[config.mk]
export PLATFORM = sky130hd
export DESIGN_NAME = desc_chain_fetcher
export DESIGN_NICKNAME = d
export VERILOG_FILES = /design/src/rtl/dcf_pkg.sv /design/src/rtl/dcf_word_stage.sv /design/src/rtl/dcf_decode.sv /design/src/rtl/dcf_fsm.sv /design/src/rtl/desc_chain_fetcher.sv
export SDC_FILE = /design/constraint.sdc
export NUM_CORES = 1
export LEC_CHECK = 0
export BUFFER_PORTS_ARGS = -buffer_cell sky130_fd_sc_hd__buf_2
export CAP_MARGIN = 40
export CORE_ASPECT_RATIO = 0.75
export CORE_MARGIN = 3
export CORE_UTILIZATION = 25
export CTS_CLUSTER_DIAMETER = 80
export DETAILED_ROUTE_END_ITERATION = 6
export HOLD_SLACK_MARGIN = 0.05
export PLACE_DENSITY = 0.48
export SLEW_MARGIN = 20
export SYNTH_ARGS = -nofsm -noshare
export SYNTH_HDL_FRONTEND = slang
export SYNTH_SLANG_ARGS = --single-unit
export TNS_END_PERCENT = 10
[constraint.sdc]
create_clock -name clk -period 2.7 [get_ports clk]
set_clock_uncertainty 0.2 [all_clocks]
set_input_delay 0.27 -clock clk [delete_from_list [all_inputs] [get_ports clk]]
set_output_delay 0.27 -clock clk [all_outputs]
set_load 0.02 [all_outputs]
[src/rtl/dcf_pkg.sv]
`timescale 1ns/1ps
package dcf_pkg;
    localparam int unsigned ADDR_W     = 32;
    localparam int unsigned WORD_W     = 32;
    localparam int unsigned SIZE_W     = 19;
    localparam int unsigned REP_W      = 6;
    localparam int unsigned DESC_WORDS = 5;

    // Control word bit positions
    localparam int unsigned SIZE_LSB   = 13;
    localparam int unsigned REP_LSB    = 7;
    localparam int unsigned WFIX_BIT   = 6;
    localparam int unsigned RFIX_BIT   = 5;
    localparam int unsigned DIR_BIT    = 1;

    // Word slots inside a descriptor
    localparam int unsigned SLOT_CTRL  = 0;
    localparam int unsigned SLOT_LINK  = 1;
    localparam int unsigned SLOT_DST   = 2;
    localparam int unsigned SLOT_SRC   = 3;
    localparam int unsigned SLOT_SPARE = 4;

    typedef enum logic [2:0] {
        ST_IDLE,
        ST_REQUEST,
        ST_RECEIVE,
        ST_PRESENT,
        ST_FINISHED
    } fetch_state_e;

    typedef struct packed {
        logic [SIZE_W-1:0] size;
        logic [REP_W-1:0]  repeat_n;
        logic              wr_fix;
        logic              rd_fix;
        logic              is_write;
        logic [ADDR_W-1:0] wr_addr;
        logic [ADDR_W-1:0] rd_addr;
        logic [ADDR_W-1:0] next_ptr;
        logic              last;
    } desc_t;
endpackage

[src/rtl/dcf_word_stage.sv]
`timescale 1ns/1ps
module dcf_word_stage #(
    parameter int unsigned WORD_W = 32,
    parameter int unsigned BUS_W  = 128,
    parameter int unsigned NWORDS = 5
) (
    input  logic                           clk,
    input  logic                           clr,
    input  logic                           cap,
    input  logic [BUS_W-1:0]               bus_data,
    output logic [NWORDS-1:0][WORD_W-1:0]  words
);
    localparam int unsigned IDX_W = $clog2(NWORDS + 1);

    logic [IDX_W-1:0]  idx;
    logic [WORD_W-1:0] lane;
    logic              unused_low_lanes;

    assign lane             = bus_data[BUS_W-1 -: WORD_W];
    assign unused_low_lanes = ^bus_data[BUS_W-WORD_W-1:0];

    // Index advances only on a captured beat and saturates past the last slot
    always_ff @(posedge clk) begin
        if (clr) begin
            idx <= '0;
        end else if (cap && (idx < IDX_W'(NWORDS))) begin
            idx <= idx + 1'b1;
        end
    end

    for (genvar g = 0; g < NWORDS; g++) begin : g_slot
        always_ff @(posedge clk) begin
            if (cap && (idx == IDX_W'(g))) begin
                words[g] <= lane;
            end
        end
    end
endmodule

[src/rtl/dcf_decode.sv]
`timescale 1ns/1ps
module dcf_decode
    import dcf_pkg::*;
#(
    parameter int unsigned NWORDS = DESC_WORDS
) (
    input  logic [NWORDS-1:0][WORD_W-1:0] words,
    output desc_t                         desc
);
    logic [WORD_W-1:0] ctrl;
    logic [WORD_W-1:0] link;
    logic              unused_fields;

    assign ctrl = words[SLOT_CTRL];
    assign link = words[SLOT_LINK];

    always_comb begin
        desc.size     = ctrl[SIZE_LSB +: SIZE_W];
        desc.repeat_n = ctrl[REP_LSB +: REP_W];
        desc.wr_fix   = ctrl[WFIX_BIT];
        desc.rd_fix   = ctrl[RFIX_BIT];
        desc.is_write = ctrl[DIR_BIT];
        desc.wr_addr  = words[SLOT_DST];
        desc.rd_addr  = words[SLOT_SRC];
        desc.next_ptr = {link[ADDR_W-1:2], 2'b00};
        desc.last     = link[0];
    end

    // Reserved control bits, link bit 1 and the spare word carry no meaning
    assign unused_fields = ^{ctrl[4:2], ctrl[0], link[1], words[SLOT_SPARE]};
endmodule

[src/rtl/dcf_fsm.sv]
`timescale 1ns/1ps
module dcf_fsm
    import dcf_pkg::*;
(
    input  logic              clk,
    input  logic              rst,
    input  logic              start_en,
    input  logic [ADDR_W-1:0] first_ptr,
    input  logic              rd_grant,
    input  logic              rd_valid,
    input  logic              rd_done,
    input  logic              dsc_ready,
    input  logic              desc_last,
    input  logic [ADDR_W-1:0] desc_next,
    output logic              rd_req,
    output logic [ADDR_W-1:0] rd_addr,
    output logic              dsc_valid,
    output logic              stage_clr,
    output logic              stage_cap
);
    fetch_state_e      state, state_nx;
    logic [ADDR_W-1:0] ptr_q;

    always_comb begin
        state_nx = state;
        unique case (state)
            ST_IDLE:     if (start_en) state_nx = ST_REQUEST;
            ST_REQUEST:  if (rd_grant) state_nx = ST_RECEIVE;
            ST_RECEIVE:  if (rd_valid && rd_done) state_nx = ST_PRESENT;
            ST_PRESENT:  if (dsc_ready) state_nx = desc_last ? ST_FINISHED : ST_REQUEST;
            ST_FINISHED: state_nx = ST_FINISHED;
            default:     state_nx = ST_IDLE;
        endcase
        if (!start_en) state_nx = ST_IDLE;
    end

    always_ff @(posedge clk) begin
        if (rst) begin
            state <= ST_IDLE;
            ptr_q <= '0;
        end else begin
            state <= state_nx;
            if (state == ST_IDLE && start_en) begin
                ptr_q <= first_ptr;
            end else if (state == ST_PRESENT && dsc_ready && !desc_last && start_en) begin
                ptr_q <= desc_next;
            end
        end
    end

    always_comb begin
        rd_req    = 1'b0;
        dsc_valid = 1'b0;
        stage_clr = 1'b1;
        stage_cap = 1'b0;
        unique case (state)
            ST_IDLE:     ;
            ST_REQUEST:  rd_req = 1'b1;
            ST_RECEIVE: begin
                stage_clr = 1'b0;
                stage_cap = rd_valid;
            end
            ST_PRESENT:  dsc_valid = 1'b1;
            ST_FINISHED: ;
            default:     ;
        endcase
    end

    assign rd_addr = ptr_q;
endmodule

[src/rtl/desc_chain_fetcher.sv]
`timescale 1ns/1ps
module desc_chain_fetcher
    import dcf_pkg::*;
#(
    parameter int unsigned BUS_W = 128
) (
    input  logic              clk,
    input  logic              rst,
    input  logic              start_en,
    input  logic [31:0]       first_ptr,
    output logic              rd_req,
    output logic [31:0]       rd_addr,
    input  logic              rd_grant,
    input  logic              rd_valid,
    input  logic              rd_done,
    input  logic [BUS_W-1:0]  rd_data,
    output logic              dsc_valid,
    input  logic              dsc_ready,
    output logic [18:0]       dsc_size,
    output logic [5:0]        dsc_repeat,
    output logic              dsc_wr_fix,
    output logic              dsc_rd_fix,
    output logic              dsc_is_write,
    output logic [31:0]       dsc_wr_addr,
    output logic [31:0]       dsc_rd_addr,
    output logic              dsc_last
);
    logic                               stage_clr;
    logic                               stage_cap;
    logic [DESC_WORDS-1:0][WORD_W-1:0]  words;
    desc_t                              desc;

    dcf_fsm u_fsm (
        .clk       (clk),
        .rst       (rst),
        .start_en  (start_en),
        .first_ptr (first_ptr),
        .rd_grant  (rd_grant),
        .rd_valid  (rd_valid),
        .rd_done   (rd_done),
        .dsc_ready (dsc_ready),
        .desc_last (desc.last),
        .desc_next (desc.next_ptr),
        .rd_req    (rd_req),
        .rd_addr   (rd_addr),
        .dsc_valid (dsc_valid),
        .stage_clr (stage_clr),
        .stage_cap (stage_cap)
    );

    dcf_word_stage #(
        .WORD_W (WORD_W),
        .BUS_W  (BUS_W),
        .NWORDS (DESC_WORDS)
    ) u_stage (
        .clk      (clk),
        .clr      (stage_clr || rst),
        .cap      (stage_cap),
        .bus_data (rd_data),
        .words    (words)
    );

    dcf_decode #(
        .NWORDS (DESC_WORDS)
    ) u_dec (
        .words (words),
        .desc  (desc)
    );

    assign dsc_size     = desc.size;
    assign dsc_repeat   = desc.repeat_n;
    assign dsc_wr_fix   = desc.wr_fix;
    assign dsc_rd_fix   = desc.rd_fix;
    assign dsc_is_write = desc.is_write;
    assign dsc_wr_addr  = desc.wr_addr;
    assign dsc_rd_addr  = desc.rd_addr;
    assign dsc_last     = desc.last;
endmodule

=== Yosys cells after proc, flatten, opt, wreduce, memory -nomap -nowiden ===
Index checks and enable logic that the tools add are counted.

* Register bits: 166
* Output and inout port bits: 127

* Add/sub/neg operators: 1
* Order comparisons: 1
* Eq/ne operators: 10
* Muxes and demuxes: 11
* Bitwise operators: 1
* Reductions and logical operators: 17

{| class="wikitable"
|+ Operator list
! operator !! number
|-
| two-way mux 32 bit || 2
|-
| one-hot mux 3 bit (5 select lines) || 1
|-
| equality test 3 x 2 -> 1 bit, second input constant || 4
|-
| two-way mux 3 bit || 4
|-
| logical AND 1 bit || 10
|-
| equality test 3 x 1 -> 1 bit, second input constant || 2
|-
| logical NOT 3 bit || 2
|-
| two-way mux 1 bit || 4
|-
| inequality test 2 bit, second input constant || 2
|-
| adder 3 x 1 -> 3 bit, second input constant || 1
|-
| equality test 3 bit, second input constant || 1
|-
| < comparator 3 bit, second input constant || 1
|-
| AND reduction 3 bit || 1
|-
| inequality test 2 x 1 -> 1 bit, second input constant || 1
|-
| nonzero test 2 bit || 1
|-
| OR reduction 2 bit || 1
|-
| logical NOT 1 bit || 1
|-
| logical OR 1 bit || 1
|-
| NOT 1 bit || 1
|}

=== Depth between registers and ports, before layout ===
* Depth in word-level cells: 6
* Mapped depth: 5
* Mapped depth without buffers: 4

=== By module ===
Synthesis repeated with hierarchy kept, for this count alone.

* Cells, all modules: 488
* Area, all modules: 7892.6 µm²

{| class="wikitable"
|+ Modules (own cells, without submodules)
! module !! times used !! cells an instance !! area an instance (µm²)
|-
| dcf_word_stage || 1 || 186 || 5043.6
|-
| dcf_fsm || 1 || 175 || 1900.6
|-
| dcf_decode || 1 || 126 || 942.2
|-
| desc_chain_fetcher || 1 || 1 || 6.3
|}

=== Least setup slack after synthesis ===
Ideal clock, no wire load.

* Path type: reg-to-reg
* Start: reg u_fsm.state[0]
* End: reg u_stage.words[64] (netlist name), enable pin
* Data arrival time: 1807 ps
* Required time: 2108 ps
* Path slack: 301 ps
* Stages on the path, launching flop included: 5
* Path buffers: 1
* Path through: dfxtp_1 buf_2 nor3b_1 nor2b_1 and2_1

* Longest elaborated chain between the ends: 3

{| class="wikitable"
|+ RTL lines
! item !! line !! source
|-
| start, declared || dcf_fsm.sv:21 || <nowiki>fetch_state_e state, state_nx;</nowiki>
|-
| start signal, assigned || dcf_fsm.sv:42 || <nowiki>state <= state_nx;</nowiki>
|-
| equality test 3 x 2 -> 1 bit || dcf_fsm.sv:56 || <nowiki>unique case (state)</nowiki>
|-
| two-way mux 1 bit || dcf_fsm.sv:56 ||
|-
| logical AND 1 bit || dcf_word_stage.sv:33 || <nowiki>if (cap && (idx == IDX_W'(g))) begin</nowiki>
|-
| end signal, assigned by index || dcf_word_stage.sv:34 || <nowiki>words[g] <= lane;</nowiki>
|-
| end, declared || dcf_word_stage.sv:11 || <nowiki>output logic [NWORDS-1:0][WORD_W-1:0] words</nowiki>
|}

Every way passes these cells.
A chain may end at the register's enable or synchronous reset.

=== Final worst setup path ===
* Start: in start_en
* End: reg u_fsm.state[0]

* Longest elaborated chain between the ends: 2

{| class="wikitable"
|+ RTL lines
! item !! line !! source
|-
| start, declared || desc_chain_fetcher.sv:9 || <nowiki>input logic start_en,</nowiki>
|-
| NOT 1 bit (no source line) || - ||
|-
| OR reduction 2 bit (no source line) || - ||
|}

Every way passes these cells.

==> metrics list <==
* Mapped Area: 6660 µm²
* Clock Tree Root: clkbuf_16
* Data arrival time of the critical path: 2.62 ns
- In this run the power spent charging and discharging nets is 0.00121 W.
* Crit start category: input port
- F_max: 406 MHz
- The detail route stage leaves a number of antenna-violating nets equal to 0.
* Fraction of layout instances using a drive strength above 1: 43.0%
- Maximum number of pins on one net before global-route repair: 31
- For this configuration, the core starts out at a cell density of 25.5%.
* FFs w/ async S/R, synth: 0%
- Gpl congestion: 0.729
- Pin slew with the least headroom to its limit: 0.517 ns
* CTS buffer count: 17
- Relative max-transition margin: 65.4%
- Internal Power: 0.00447 W
* Flop and latch count out of synthesis: 161
- Setup violations remaining at the end of the flow were counted as 0.
* Port buffer count: 197
* Total via count after detailed routing: 4134
* Vias per cell: 4.14
* Clock slew at the register clock pins of the worst setup and hold paths: 0.06 ns
- When the netlist entered floorplanning its net count stood at 620.
- Largest driver fanout on the critical path: 3
- TritonRoute pass-1 iters: 6
* Area share of the largest cell type after synthesis: 55.4%
- Final non-filler cell area: 8770 µm²
* Leak Pwr: 3.38 nW
* Final Hold Viols: 0
- TritonCTS built the clock tree.
* RSZ-0062 raised after global routing: false
* Final routed DRC violation total: 0
- Clock tree synthesis found a total of 161 sinks.
- Chip Height: 147 µm
- Maximum Capacitance Violations: 0
* CP required: 2.86 ns
- Buffers inserted during post-CTS setup optimization: 0
* Proportion of power drawn by combinational gates: 8.4%
* Synth Area per Inst: 14.9 µm²
* Via count of the first global-routing pass: 4386
- Detailed placement ended at an HPWL of 11.8 mm.
* Launching element of the worst setup path: start_en
- Gr usage total: 11.8%
* Number of H-tree levels: 4
- Max-slew violation count: 0
- The longest clock path from root to sink contains 2 buffers.
* Skew-Pair Late Insertion Delay: 0.42 ns
* Placeable core area: 26100 µm²
* Post-Route Hold Slack: 0.255 ns
- VDD sags by at most 409 µV.
- The final layout contains routed wiring with a total length of 16.8 mm.
* Part of the power in registers: 48.3%
* Most common cell in the netlist: edfxtp_1
* Number of antenna violations at the first check in global routing: 1
* Crit Reg-Reg Startpoint: u_fsm.state[0]
* Ratio of final minimum period to clock period: 91.2%
* Setup Total Neg Slack: 0 ns
- Kind of capture point of the worst setup path: flop
- In the final routed layout, each cell accounts on average for 16.9 µm.
* Worst hold path class: reg2reg
* Die outline width: 195 µm
* Wire length of the first global-routing pass: 25.5 mm
- In this run, the number of DRC markers left after iteration 0 of detailed routing was 99.
- Library cells used by synthesis: 36
* Net total in the final layout: 813
- Number of cell rows: 51
- Count of flip-flops with a built-in enable after synthesis: 123
- Top cells by area in the synthesized netlist: edfxtp_1 (55%), dfxtp_1 (11%), buf_4 (10%), mux2i_1 (4.5%), o221ai_1 (3.9%)
- During I/O placement, the number of pins put on the boundary was 294.
- Fin cells: 999
- Summing the sequential cell areas from Yosys gives 66.9% of the chip area.
* Pwr Density: 647 nW/µm²
- The area growth from synthesis to layout is 31.6%.
- Post-CTS repair changed the size of 0 cells.
* Hold path start: u_fsm.rd_addr[0]
- The die covers 28700 µm².
- Cell count after synthesis: 448
* Placed cell area: 7430 µm²
- Synth area leader: edfxtp_1
- # placed instances: 893
- Overall overflow remaining after global route: 0
- The clock period could shrink to 2.46 ns.
- Net switching is 21.2% of the power.
- The flow ran to the end, and the final reports show no timing, DRC or antenna violations.
* Predominant post-synthesis flop cell: edfxtp_1
- The setup path with the least slack is of type in2reg.
- Yosys printed 0 warnings.
- The clock network is responsible for 43.3% of the overall power.
- After synthesis, the most frequently instantiated cells are edfxtp_1 (123), buf_4 (92), dfxtp_1 (38).
layer usage:
layer	global-route usage, %	wire [µm]	up-vias
met3	4.24	1100	23
met2	19.5	8190	126
met5	0	0	-
li1	-	-	1982
met4	5.35	481	0
met1	13.9	7070	2003
sequential cells by signal (all words and copies together) (netlist names):
register       count
u_fsm.state        3
u_fsm.rd_addr     32
u_stage.words    123
u_stage.idx        3
cell usage in the layout, fill, tap and decap left out, types with 5 or more instances in the layout:
cell type | Yosys | final
buf_2 | 8 | 197
dlygate4sd3_1 | 0 | 73
nand2_1 | 9 | 9
a21oi_1 | 9 | 9
buf_4 | 92 | 16
o221ai_1 | 30 | 30
dfxtp_1 | 38 | 36
a21oi_2 | 25 | 25
o21bai_1 | 30 | 30
mux2i_1 | 30 | 30
clkbuf_16 | 0 | 17
ha_1 | 5 | 5
edfxtp_1 | 123 | 123
power by group through the flow:
stage	combinational, W	sequential (W)	clock, W
finish	0.000476	0.00274	0.00246
global route	0.000517	0.00275	0.00266
CTS	0.000484	0.00274	0.00257
detailed placement	0.000401	0.00279	0
global placement	0.000393	0.00279	0
floorplan	0.000193	0.00283	0
cell families after synthesis:
logic type	Yosys count	synth area share, %
AO/OA/AOI/OAI	102	12.2
flip-flops	161	66.9
AND/OR/NAND/NOR	31	2.91
buffers and inverters	119	12.6
adder cells (fa/ha/maj)	5	0.939
multiplexers	30	4.51
stage by stage:
step	utilization [%]	total power, W	setup WS (ns)
2_1_floorplan	-	0.00303	0.301
3_3_place_gp	28.5	0.00318	0.557
3_5_place_dp	28.5	0.00320	0.477
4_1_cts	33.6	0.00579	0.287
5_1_grt	33.6	0.00593	0.161
6_report	33.6	0.00568	0.237
critical path: stages:
cell	delay [ns]
dlygate4sd3_1	0.54
buf_2	0.13
nand2b_1	0.05
dlygate4sd3_1	0.56
or2_2	0.29
a221oi_1	0.20
dlygate4sd3_1	0.58
what timing repair did:
item,in CTS,in global routing
endpoints found under the hold margin,161,0
setup endpoints to repair,0,0
hold buffers,73,0
layout make-up:
type,count,area [µm²]
clock buffer,20,437
tap,344,430
inverter,5,18.8
sequential,161,4460
multi-input combinational,168,1380
clock inverter,12,165
antenna,1,2.50
timing repair buffer,288,1880
fill,2554,17300
worst paths after layout:
| path | end | slack [ns] | cells past startpoint |
|---|---|---|---|
| setup / recovery | u_fsm.state[0] | 0.24 | 7 |
| hold / removal | u_fsm.rd_addr[0] | 0.26 | 2 |
| setup reg to reg | u_fsm.state[2] | 0.30 | 4 |
| hold reg to reg | u_fsm.rd_addr[0] | 0.26 | 2 |
(Power assumes the default switching activity.)
